### src/rtl/lshl_pkg.sv
package lshl_pkg;
  localparam int BYTE_W = 8;
  localparam int HALF_W = 16;

  typedef struct packed {
    logic loadResult;
    logic halfSel;
  } ctrlStrobes_t;
endpackage

### src/rtl/lshl_datapath.sv
module lshl_datapath
  import lshl_pkg::*;
#(
  parameter int WORD_W  = 32,
  parameter int SHAMT_W = 4
) (
  input  logic               clk,
  input  logic               rst,
  input  ctrlStrobes_t       strobes,
  input  logic [WORD_W-1:0]  operand,
  input  logic [SHAMT_W-1:0] shiftAmt,
  output logic [WORD_W-1:0]  result,
  output logic               anyOvf
);
  localparam int BYTE_N = WORD_W / BYTE_W;
  localparam int HALF_N = WORD_W / HALF_W;
  localparam int BSH_W  = $clog2(BYTE_W);

  logic [BSH_W-1:0]  byteAmt;
  logic [WORD_W-1:0] byteRes, halfRes, nextRes;
  logic [BYTE_N-1:0] byteOvf;
  logic [HALF_N-1:0] halfOvf;

  assign byteAmt = shiftAmt[BSH_W-1:0];

  // Unsigned lanes: widen with zeros, anything landing above the lane is lost data.
  for (genvar g = 0; g < BYTE_N; g++) begin : g_byte
    logic [2*BYTE_W-1:0] wide;
    assign wide = {{BYTE_W{1'b0}}, operand[g*BYTE_W +: BYTE_W]} << byteAmt;
    assign byteRes[g*BYTE_W +: BYTE_W] = wide[BYTE_W-1:0];
    assign byteOvf[g] = |wide[2*BYTE_W-1:BYTE_W];
  end

  // Signed lanes: widen with the sign, the new sign plus everything above must agree.
  for (genvar g = 0; g < HALF_N; g++) begin : g_half
    logic [2*HALF_W-1:0] wide;
    logic [HALF_W:0]     topBits;
    assign wide    = {{HALF_W{operand[g*HALF_W+HALF_W-1]}}, operand[g*HALF_W +: HALF_W]} << shiftAmt;
    assign topBits = wide[2*HALF_W-1:HALF_W-1];
    assign halfRes[g*HALF_W +: HALF_W] = wide[HALF_W-1:0];
    assign halfOvf[g] = !((&topBits) || !(|topBits));
  end

  assign nextRes = strobes.halfSel ? halfRes : byteRes;
  assign anyOvf  = strobes.halfSel ? |halfOvf : |byteOvf;

  always_ff @(posedge clk) begin
    if (rst) result <= '0;
    else if (strobes.loadResult) result <= nextRes;
  end

  logic zeroShift;
  assign zeroShift = strobes.halfSel ? (shiftAmt == '0) : (byteAmt == '0);

  p_zero_pass_r5: assert property (@(posedge clk) disable iff (rst)
    (strobes.loadResult && zeroShift) |=> (result == $past(operand)));
  p_no_overflow_r5: assert property (@(posedge clk) disable iff (rst)
    zeroShift |-> !anyOvf);
  p_hold_result_r6: assert property (@(posedge clk) disable iff (rst)
    !strobes.loadResult |=> $stable(result));
endmodule

### src/rtl/lshl_ctrl.sv
module lshl_ctrl
  import lshl_pkg::*;
#(
  parameter int WORD_W   = 32,
  parameter int FLAG_POS = 22
) (
  input  logic              clk,
  input  logic              rst,
  input  logic              inValid,
  input  logic              halfMode,
  input  logic              anyOvf,
  input  logic              csrWrEn,
  input  logic [WORD_W-1:0] csrWrData,
  output ctrlStrobes_t      strobes,
  output logic [WORD_W-1:0] csrValue
);
  logic flagSet;

  assign strobes.loadResult = inValid;
  assign strobes.halfSel    = halfMode;
  assign flagSet            = inValid && anyOvf;

  // A flag set is applied after the write so it wins on the flag bit.
  always_ff @(posedge clk) begin
    if (rst) begin
      csrValue <= '0;
    end else begin
      if (csrWrEn) csrValue <= csrWrData;
      if (flagSet) csrValue[FLAG_POS] <= 1'b1;
    end
  end

  p_flag_set_r6: assert property (@(posedge clk) disable iff (rst)
    (inValid && anyOvf) |=> csrValue[FLAG_POS]);
  p_sticky_r7: assert property (@(posedge clk) disable iff (rst)
    (!csrWrEn && csrValue[FLAG_POS]) |=> csrValue[FLAG_POS]);
  p_write_r8: assert property (@(posedge clk) disable iff (rst)
    (csrWrEn && !(inValid && anyOvf)) |=> (csrValue == $past(csrWrData)));
  p_reset_r9: assert property (@(posedge clk)
    rst |=> (csrValue == '0));
endmodule

### src/rtl/lane_shl_unit.sv
module lane_shl_unit
  import lshl_pkg::*;
#(
  parameter int WORD_W   = 32,
  parameter int SHAMT_W  = 4,
  parameter int FLAG_POS = 22
) (
  input  logic               clk,
  input  logic               rst,
  input  logic               inValid,
  input  logic [WORD_W-1:0]  operand,
  input  logic [SHAMT_W-1:0] shiftAmt,
  input  logic               halfMode,
  input  logic               csrWrEn,
  input  logic [WORD_W-1:0]  csrWrData,
  output logic [WORD_W-1:0]  result,
  output logic [WORD_W-1:0]  csrValue
);
  ctrlStrobes_t strobes;
  logic         anyOvf;

  lshl_ctrl #(.WORD_W(WORD_W), .FLAG_POS(FLAG_POS)) i_ctrl (
    .clk(clk), .rst(rst), .inValid(inValid), .halfMode(halfMode),
    .anyOvf(anyOvf), .csrWrEn(csrWrEn), .csrWrData(csrWrData),
    .strobes(strobes), .csrValue(csrValue)
  );

  lshl_datapath #(.WORD_W(WORD_W), .SHAMT_W(SHAMT_W)) i_datapath (
    .clk(clk), .rst(rst), .strobes(strobes), .operand(operand),
    .shiftAmt(shiftAmt), .result(result), .anyOvf(anyOvf)
  );
endmodule

### config.mk
export PLATFORM = sky130hd
export DESIGN_NAME = lane_shl_unit
export DESIGN_NICKNAME = d
export VERILOG_FILES = /design/src/rtl/lshl_pkg.sv /design/src/rtl/lshl_datapath.sv /design/src/rtl/lshl_ctrl.sv /design/src/rtl/lane_shl_unit.sv
export SDC_FILE = /design/constraint.sdc
export NUM_CORES = 1
export LEC_CHECK = 0
export ABC_CLOCK_PERIOD_IN_PS = 3800
export BUFFER_PORTS_ARGS = -buffer_cell sky130_fd_sc_hd__buf_4
export CORE_MARGIN = 2
export CORE_UTILIZATION = 54
export CTS_CLUSTER_SIZE = 8
export DETAILED_ROUTE_END_ITERATION = 16
export PLACE_DENSITY = 0.81
export SKIP_CTS_REPAIR_TIMING = 1
export SYNTH_ARGS = -nofsm -noshare
export SYNTH_HDL_FRONTEND = slang
export SYNTH_SLANG_ARGS = --single-unit
### constraint.sdc
create_clock -name clk -period 3.8 [get_ports clk]
set_input_delay 0.76 -clock clk [delete_from_list [all_inputs] [get_ports clk]]
set_output_delay 0.76 -clock clk [all_outputs]
set_load 0.03 [all_outputs]
==> reports/qor.csv, run 1 <==
metric,value,unit
crit_start,shiftAmt[0],
synth_compound_area_frac,0.167,
drt-initial-drc-count,479,
rows,35,
synth_flop_cell,dfxtp_1,
gp_congestion,1.06,
drive_gt1_frac,0.326,
wl_per_cell,21.0,um
crit_fanout,33,
cp-start-kind,input pin,
p_switching,708,uW
maxSlewViolCount,0,
finalHoldViolCount,0,
final_common_cell,buf_4,
p_clk_frac,0.338,
grt_pass1_vias,4962,
coreArea,9150,um^2
vdd_drop_max,314,uV
fmax,326,MHz
power_density,344,nW/um^2
fp.dieH,101,um
clkTransAtPathRegs,0.07,ns
cts_sinks,64,
drc,0,
grt_max_degree,65,
antenna_found_initial,0,
syn_avg_cell_area,8.80,um^2
gr-usage-all-layers,0.330,
crit_type,in2reg,
min_from,i_datapath.result[17],
finalCritPeriodShare,0.808,
synth_edf_count,0,
synth-simple-area-share,0.181,
worst-path-buf-inv,2,
yosys.cell_types.count,58,
synthMuxAreaShare,0.339,
initial_core_util,0.552,
endpoint_kind,flip-flop,
io_pins,137,
fillers,709,
maxCapViolCount,0,
syn-num-nets,647,
syn_area,5050,um^2
internal_power,1.47,mW
sw_frac_of_total,0.326,
worst_pin_slew,0.646,ns
htree_num_levels,3,
clock_path_buffers,2,
final_cell_mix,"buf_4 (146), mux2i_1 (77), nor2_1 (74)",
cts_buffers,9,
ant_nets,0,
min_period,3.07,ns
rsz0062_at_grt,no,
synthCells,574,
ys_seq_elements,64,
cp.required,4.04,ns
area_growth,25.1,%
port_buffers,136,
power_frac_seq,0.338,
die_x,101,um
grt-ovfl-total,0,
synthAdderAreaFrac,0,
antennaDiodeCount,0,
path_cells,"buf_4, buf_12, mux4_2, mux2i_1, nand3_1, o41ai_1, and4_1, o32ai_1, a41o_1",
synth_top_family_by_area,multiplexers,
relSlewSlack,0.569,
dp_slack,0.446,ns
crit_family,multiplexers,
power.leakage,2.77,nW
cts_tree,done,
layout.nets,752,
drt_first_pass_iters,5,
seq_area_frac_synth,0.254,
wirelength,16700,um
clk_latency,0.34,ns
finalSetupViolCount,0,
worstReg2RegStart,i_ctrl.csrValue[22],
critPathSlowestCell,mux4_2,
power_frac_comb,0.324,
status,"finished, final reports clean",
setup_slack,0.728,ns
hold_class,reg2reg,
cp.arrival,3.31,ns
ys_warn_count,0,
synth_xor_area_frac,0,
finClkSkew,0,ns
dp_hpwl,11900,um
viasPerCell,6.53,
clockRootBuffer,clkbuf_8,
final.setup.tns,0,ns
die_area,10100,um^2
cpPeakStageDelay,0.54,ns
synthArstFlopShare,0,
grt_pass1_wl,26400,um
vias,5191,
flip-flops by register name (all words and copies together) (netlist names):
register / cells
i_datapath.result: 32
i_ctrl.csrValue: 32
power groups by stage:
stage / registers (mW) / logic, mW / clock network, mW
finish: 0.734 / 0.704 / 0.735
global route: 0.738 / 0.749 / 0.777
CTS: 0.733 / 0.692 / 0.740
detailed placement: 0.748 / 0.689 / 0
global placement: 0.746 / 0.678 / 0
floorplan: 0.825 / 0.371 / 0
kinds of logic (layout without fill, tap and decap cells):
| kind of cell | Yosys count | in the layout |
|---|---|---|
| muxes | 132 | 132 |
| DFF | 64 | 64 |
| buffers and inverters | 60 | 170 |
| and+or+nand+nor | 191 | 191 |
| AOI/OAI and AO/OA | 127 | 127 |
final timing paths:
| kind | to | slack [ns] | cells after the start |
|---|---|---|---|
| max | i_ctrl.csrValue[22] | 0.73 | 9 |
| min | i_datapath.result[17] | 0.48 | 2 |
| max reg2reg | i_ctrl.csrValue[22] | 2.91 | 3 |
| min reg2reg | i_datapath.result[17] | 0.48 | 2 |
cell type report:
cell class,count,area (um^2),share of cell area
clock buffer,10,138,0.0218
clock inverter,6,116,0.0184
inverter,5,18.8,0.00297
multi-input combinational,450,3470,0.549
sequential,64,1280,0.203
tap,111,139,0.0220
timing repair buffer,149,1160,0.183
per-stage QoR:
| step | std cells | util | hold slack, ns | total power [mW] | area (um^2) |
|---|---|---|---|---|---|
| floorplan | 574 | - | 0.593 | 1.20 | 5050 |
| global placement | 779 | 0.663 | 0.460 | 1.42 | 6060 |
| detailed placement | 779 | 0.663 | 0.465 | 1.44 | 6060 |
| CTS | 795 | 0.690 | 0.476 | 2.17 | 6320 |
| global route | 795 | 0.690 | 0.506 | 2.26 | 6320 |
| finish | 795 | 0.690 | 0.476 | 2.17 | 6320 |
worst reg2reg max path, cell delays in order, from the launching register on:
cell and delay [ns]:
dfxtp_1 0.33, mux2i_1 0.13, nor2_1 0.09, a41o_1 0.24
synthesized netlist by cell type, types with 2 or more instances:
| master | instances | area [um^2] |
|---|---|---|
| buf_12 | 2 | 40.0 |
| clkbuf_1 | 28 | 105 |
| mux4_2 | 22 | 495 |
| o211a_1 | 3 | 30.0 |
| or4_1 | 2 | 15.0 |
| o211ai_1 | 8 | 60.1 |
| nor3_1 | 8 | 40.0 |
| nand3_1 | 10 | 50.1 |
| and4_1 | 3 | 26.3 |
| nand2b_1 | 14 | 87.6 |
| o41ai_1 | 2 | 17.5 |
| a211o_1 | 3 | 26.3 |
| a211oi_1 | 10 | 75.1 |
| nand2_1 | 45 | 169 |
| mux2_2 | 28 | 315 |
| mux2i_1 | 77 | 771 |
| o311ai_0 | 2 | 17.5 |
| a311oi_1 | 3 | 26.3 |
| or2_2 | 2 | 12.5 |
| buf_1 | 8 | 30.0 |
| buf_2 | 13 | 65.1 |
| mux4_1 | 5 | 131 |
| buf_6 | 2 | 22.5 |
| o221ai_1 | 9 | 78.8 |
| o21ai_0 | 28 | 140 |
| nand4_1 | 6 | 37.5 |
| inv_1 | 3 | 11.3 |
| inv_2 | 2 | 7.51 |
| o22a_1 | 2 | 17.5 |
| a31oi_1 | 3 | 18.8 |
| o22ai_1 | 7 | 43.8 |
| and3_1 | 2 | 12.5 |
| o31ai_1 | 2 | 15.0 |
| nor2_1 | 74 | 278 |
| nor2b_1 | 12 | 75.1 |
| o32ai_1 | 4 | 35.0 |
| dfxtp_1 | 64 | 1280 |
| a21o_1 | 2 | 15.0 |
| and2_1 | 5 | 31.3 |
| a21oi_1 | 31 | 155 |
per-layer routing:
metal,share of wire,vias up,global-route usage
li1,-,2365,-
met1,0.39,2468,0.423
met2,0.50,312,0.544
met3,0.085,46,0.0770
met4,0.030,0,0.120
met5,0,-,0
Power figures use the tool's default switching activity.
==> run 2, diff against run 1 <==
ABC_CLOCK_PERIOD_IN_PS = 2600   (was 3800)
CORE_UTILIZATION = 49   (was 54)
PLACE_DENSITY = 0.77   (was 0.81)
clock period = 2.6 ns   (was 3.8 ns; I/O delays follow)
==> reports/qor.csv, run 2 (synthesis gave the netlist of run 1 again) <==
metric,value,unit,change
worstReg2RegStart,i_ctrl.csrValue[22],,
worst_pin_slew,0.530,ns,-0.116 ns
drive_gt1_frac,0.418,,+0.0915
cp.required,2.84,ns,-1.20 ns
grt_pass1_vias,5199,,+4.8%
cts_buffers,9,,unchanged
clock_path_buffers,2,,unchanged
reg2regPathDepth,3,,unchanged
rsz0062_at_grt,no,,
finalSetupViolCount,0,,unchanged
worstReg2RegEnd,i_ctrl.csrValue[22],,
dp_slack,-0.406,ns,-0.853 ns
cp-start-kind,input pin,,
vias,5516,,+6.3%
cts_tree,done,,
fmax,401,MHz,
p_total,3.34,mW,+54%
clockRootBuffer,clkbuf_8,,
finalNonFillerCells,912,,+15%
crit_type,in2reg,,
finalHoldViolCount,0,,unchanged
wl_per_cell,19.4,um,-7.4%
relSlewSlack,0.637,,+0.0675
final.setup.tns,0,ns,unchanged
dp_hpwl,13500,um,+14%
grt_max_degree,44,,-32%
grt_pass1_wl,27400,um,+3.9%
crit_end,i_ctrl.csrValue[22],,
gr-usage-all-layers,0.309,,-0.0211
htree_num_levels,3,,unchanged
hold_class,in2reg,,
crit_start,shiftAmt[0],,
area_growth,40.6,%,
gr-max-usage-layer,met2,,
finalInstanceArea,7110,um^2,+12%
path_cells,"buf_12, mux4_1, mux2_2, a221o_1, a211o_1, and4bb_2, o32ai_1, a41o_1",,
met3_usage,0.0433,,-0.0337
port_buffers,136,,unchanged
maxCapViolCount,0,,unchanged
rows,37,,+5.7%
grt-ovfl-total,0,,unchanged
final_cell_mix,"buf_4 (235), nor2_1 (74), mux2i_1 (73)",,
endpoint_kind,flip-flop,,
met2_usage,0.523,,-0.0211
worst-r2r-setup-slack,1.73,ns,-1.18 ns
setup_slack,0.104,ns,-0.625 ns
status,"finished, final reports clean",,
dp_cells,895,,+15%
initial_core_util,0.496,,-0.0559
die_x,106,um,+4.8%
vdd_drop_max,301,uV,-4.2%
finalCritPeriodShare,0.960,,
fp.dieH,106,um,+4.8%
fillers,829,,+17%
finClkSkew,0,ns,unchanged
multi_input_area,3500,um^2,+0.94%
io_pins,137,,unchanged
crit_fanout,14,,-58%
antennaDiodeCount,0,,unchanged
drt-initial-drc-count,348,,-27%
critPathSlowestCell,mux4_1,,
viasPerCell,6.05,,-7.4%
reg_top3,"i_ctrl.csrValue (32), i_datapath.result (32)",,
power_density,470,nW/um^2,+37%
wirelength,17700,um,+6.3%
gp_congestion,0.982,,-7.7%
clkTransAtPathRegs,0.08,ns,about the same
regArea,1280,um^2,unchanged
cts_sinks,64,,unchanged
final_common_cell,buf_4,,
ant_nets,0,,unchanged
coreArea,10200,um^2,+11%
die_area,11100,um^2,+9.8%
maxSlewViolCount,0,,unchanged
power.leakage,3.22,nW,+16%
clk_latency,0.34,ns,about the same
layout.nets,844,,+12%
use_met1,0.402,,-0.0213
drc,0,,unchanged
cp.arrival,2.74,ns,-0.57 ns
hold_ws,0.410,ns,-0.0667 ns
cpPeakStageDelay,0.56,ns,+0.02 ns
drt_first_pass_iters,4,,-1
final_util,0.698,,+0.00730
antenna_found_initial,0,,unchanged
postPlaceCellArea,6780,um^2,+12%
min_period,2.50,ns,
==> run 2: worst min path at each step <==
| stage | cells past startpoint | end | startpoint | slack (ns) |
|---|---|---|---|---|
| 4_1_cts | 3 | i_ctrl.csrValue[8] | csrWrData[8] | 0.40 |
| 5_1_grt | 3 | i_ctrl.csrValue[15] | csrWrData[15] | 0.41 |
| 3_5_place_dp | 2 | i_datapath.result[3] | i_datapath.result[3] | 0.46 |
| 3_3_place_gp | 2 | i_datapath.result[16] | i_datapath.result[16] | 0.46 |
| 2_1_floorplan | 2 | i_datapath.result[19] | i_datapath.result[19] | 0.59 |
| 6_report | 3 | i_ctrl.csrValue[12] | csrWrData[12] | 0.41 |
==> run 2: critical path: cells and delay by family <==
| kind | cells | cell delay [ns] |
|---|---|---|
| and+or+nand+nor | 1 | 0.31 |
| buffers and inverters | 1 | 0.14 |
| AOI/OAI and AO/OA | 4 | 0.91 |
| muxes | 2 | 0.86 |
==> run 2: cell type report <==
class                           instances  share of cell area
Tap cell                              136              0.0239
Inverter                                5             0.00264
Clock inverter                          6              0.0162
Sequential cell                        64               0.180
Timing Repair Buffer                  241               0.265
Clock buffer                           10              0.0194
Multi-Input combinational cell        450               0.493
==> run 2: per-layer routing <==
metal	vias to the layer above	part of all wire
met5	-	0
met4	0	0.038
met3	45	0.068
met2	272	0.49
met1	2658	0.40
li1	2541	-
==> run 2: report_power, final <==
group | total, mW | internal, mW | leakage, nW | switching (mW)
clock network | 1.08 | 0.668 | 0.123 | 0.408
logic | 1.19 | 0.562 | 2.56 | 0.632
registers | 1.07 | 1.04 | 0.527 | 0.0318
total | 3.34 | 2.27 | 3.22 | 1.07
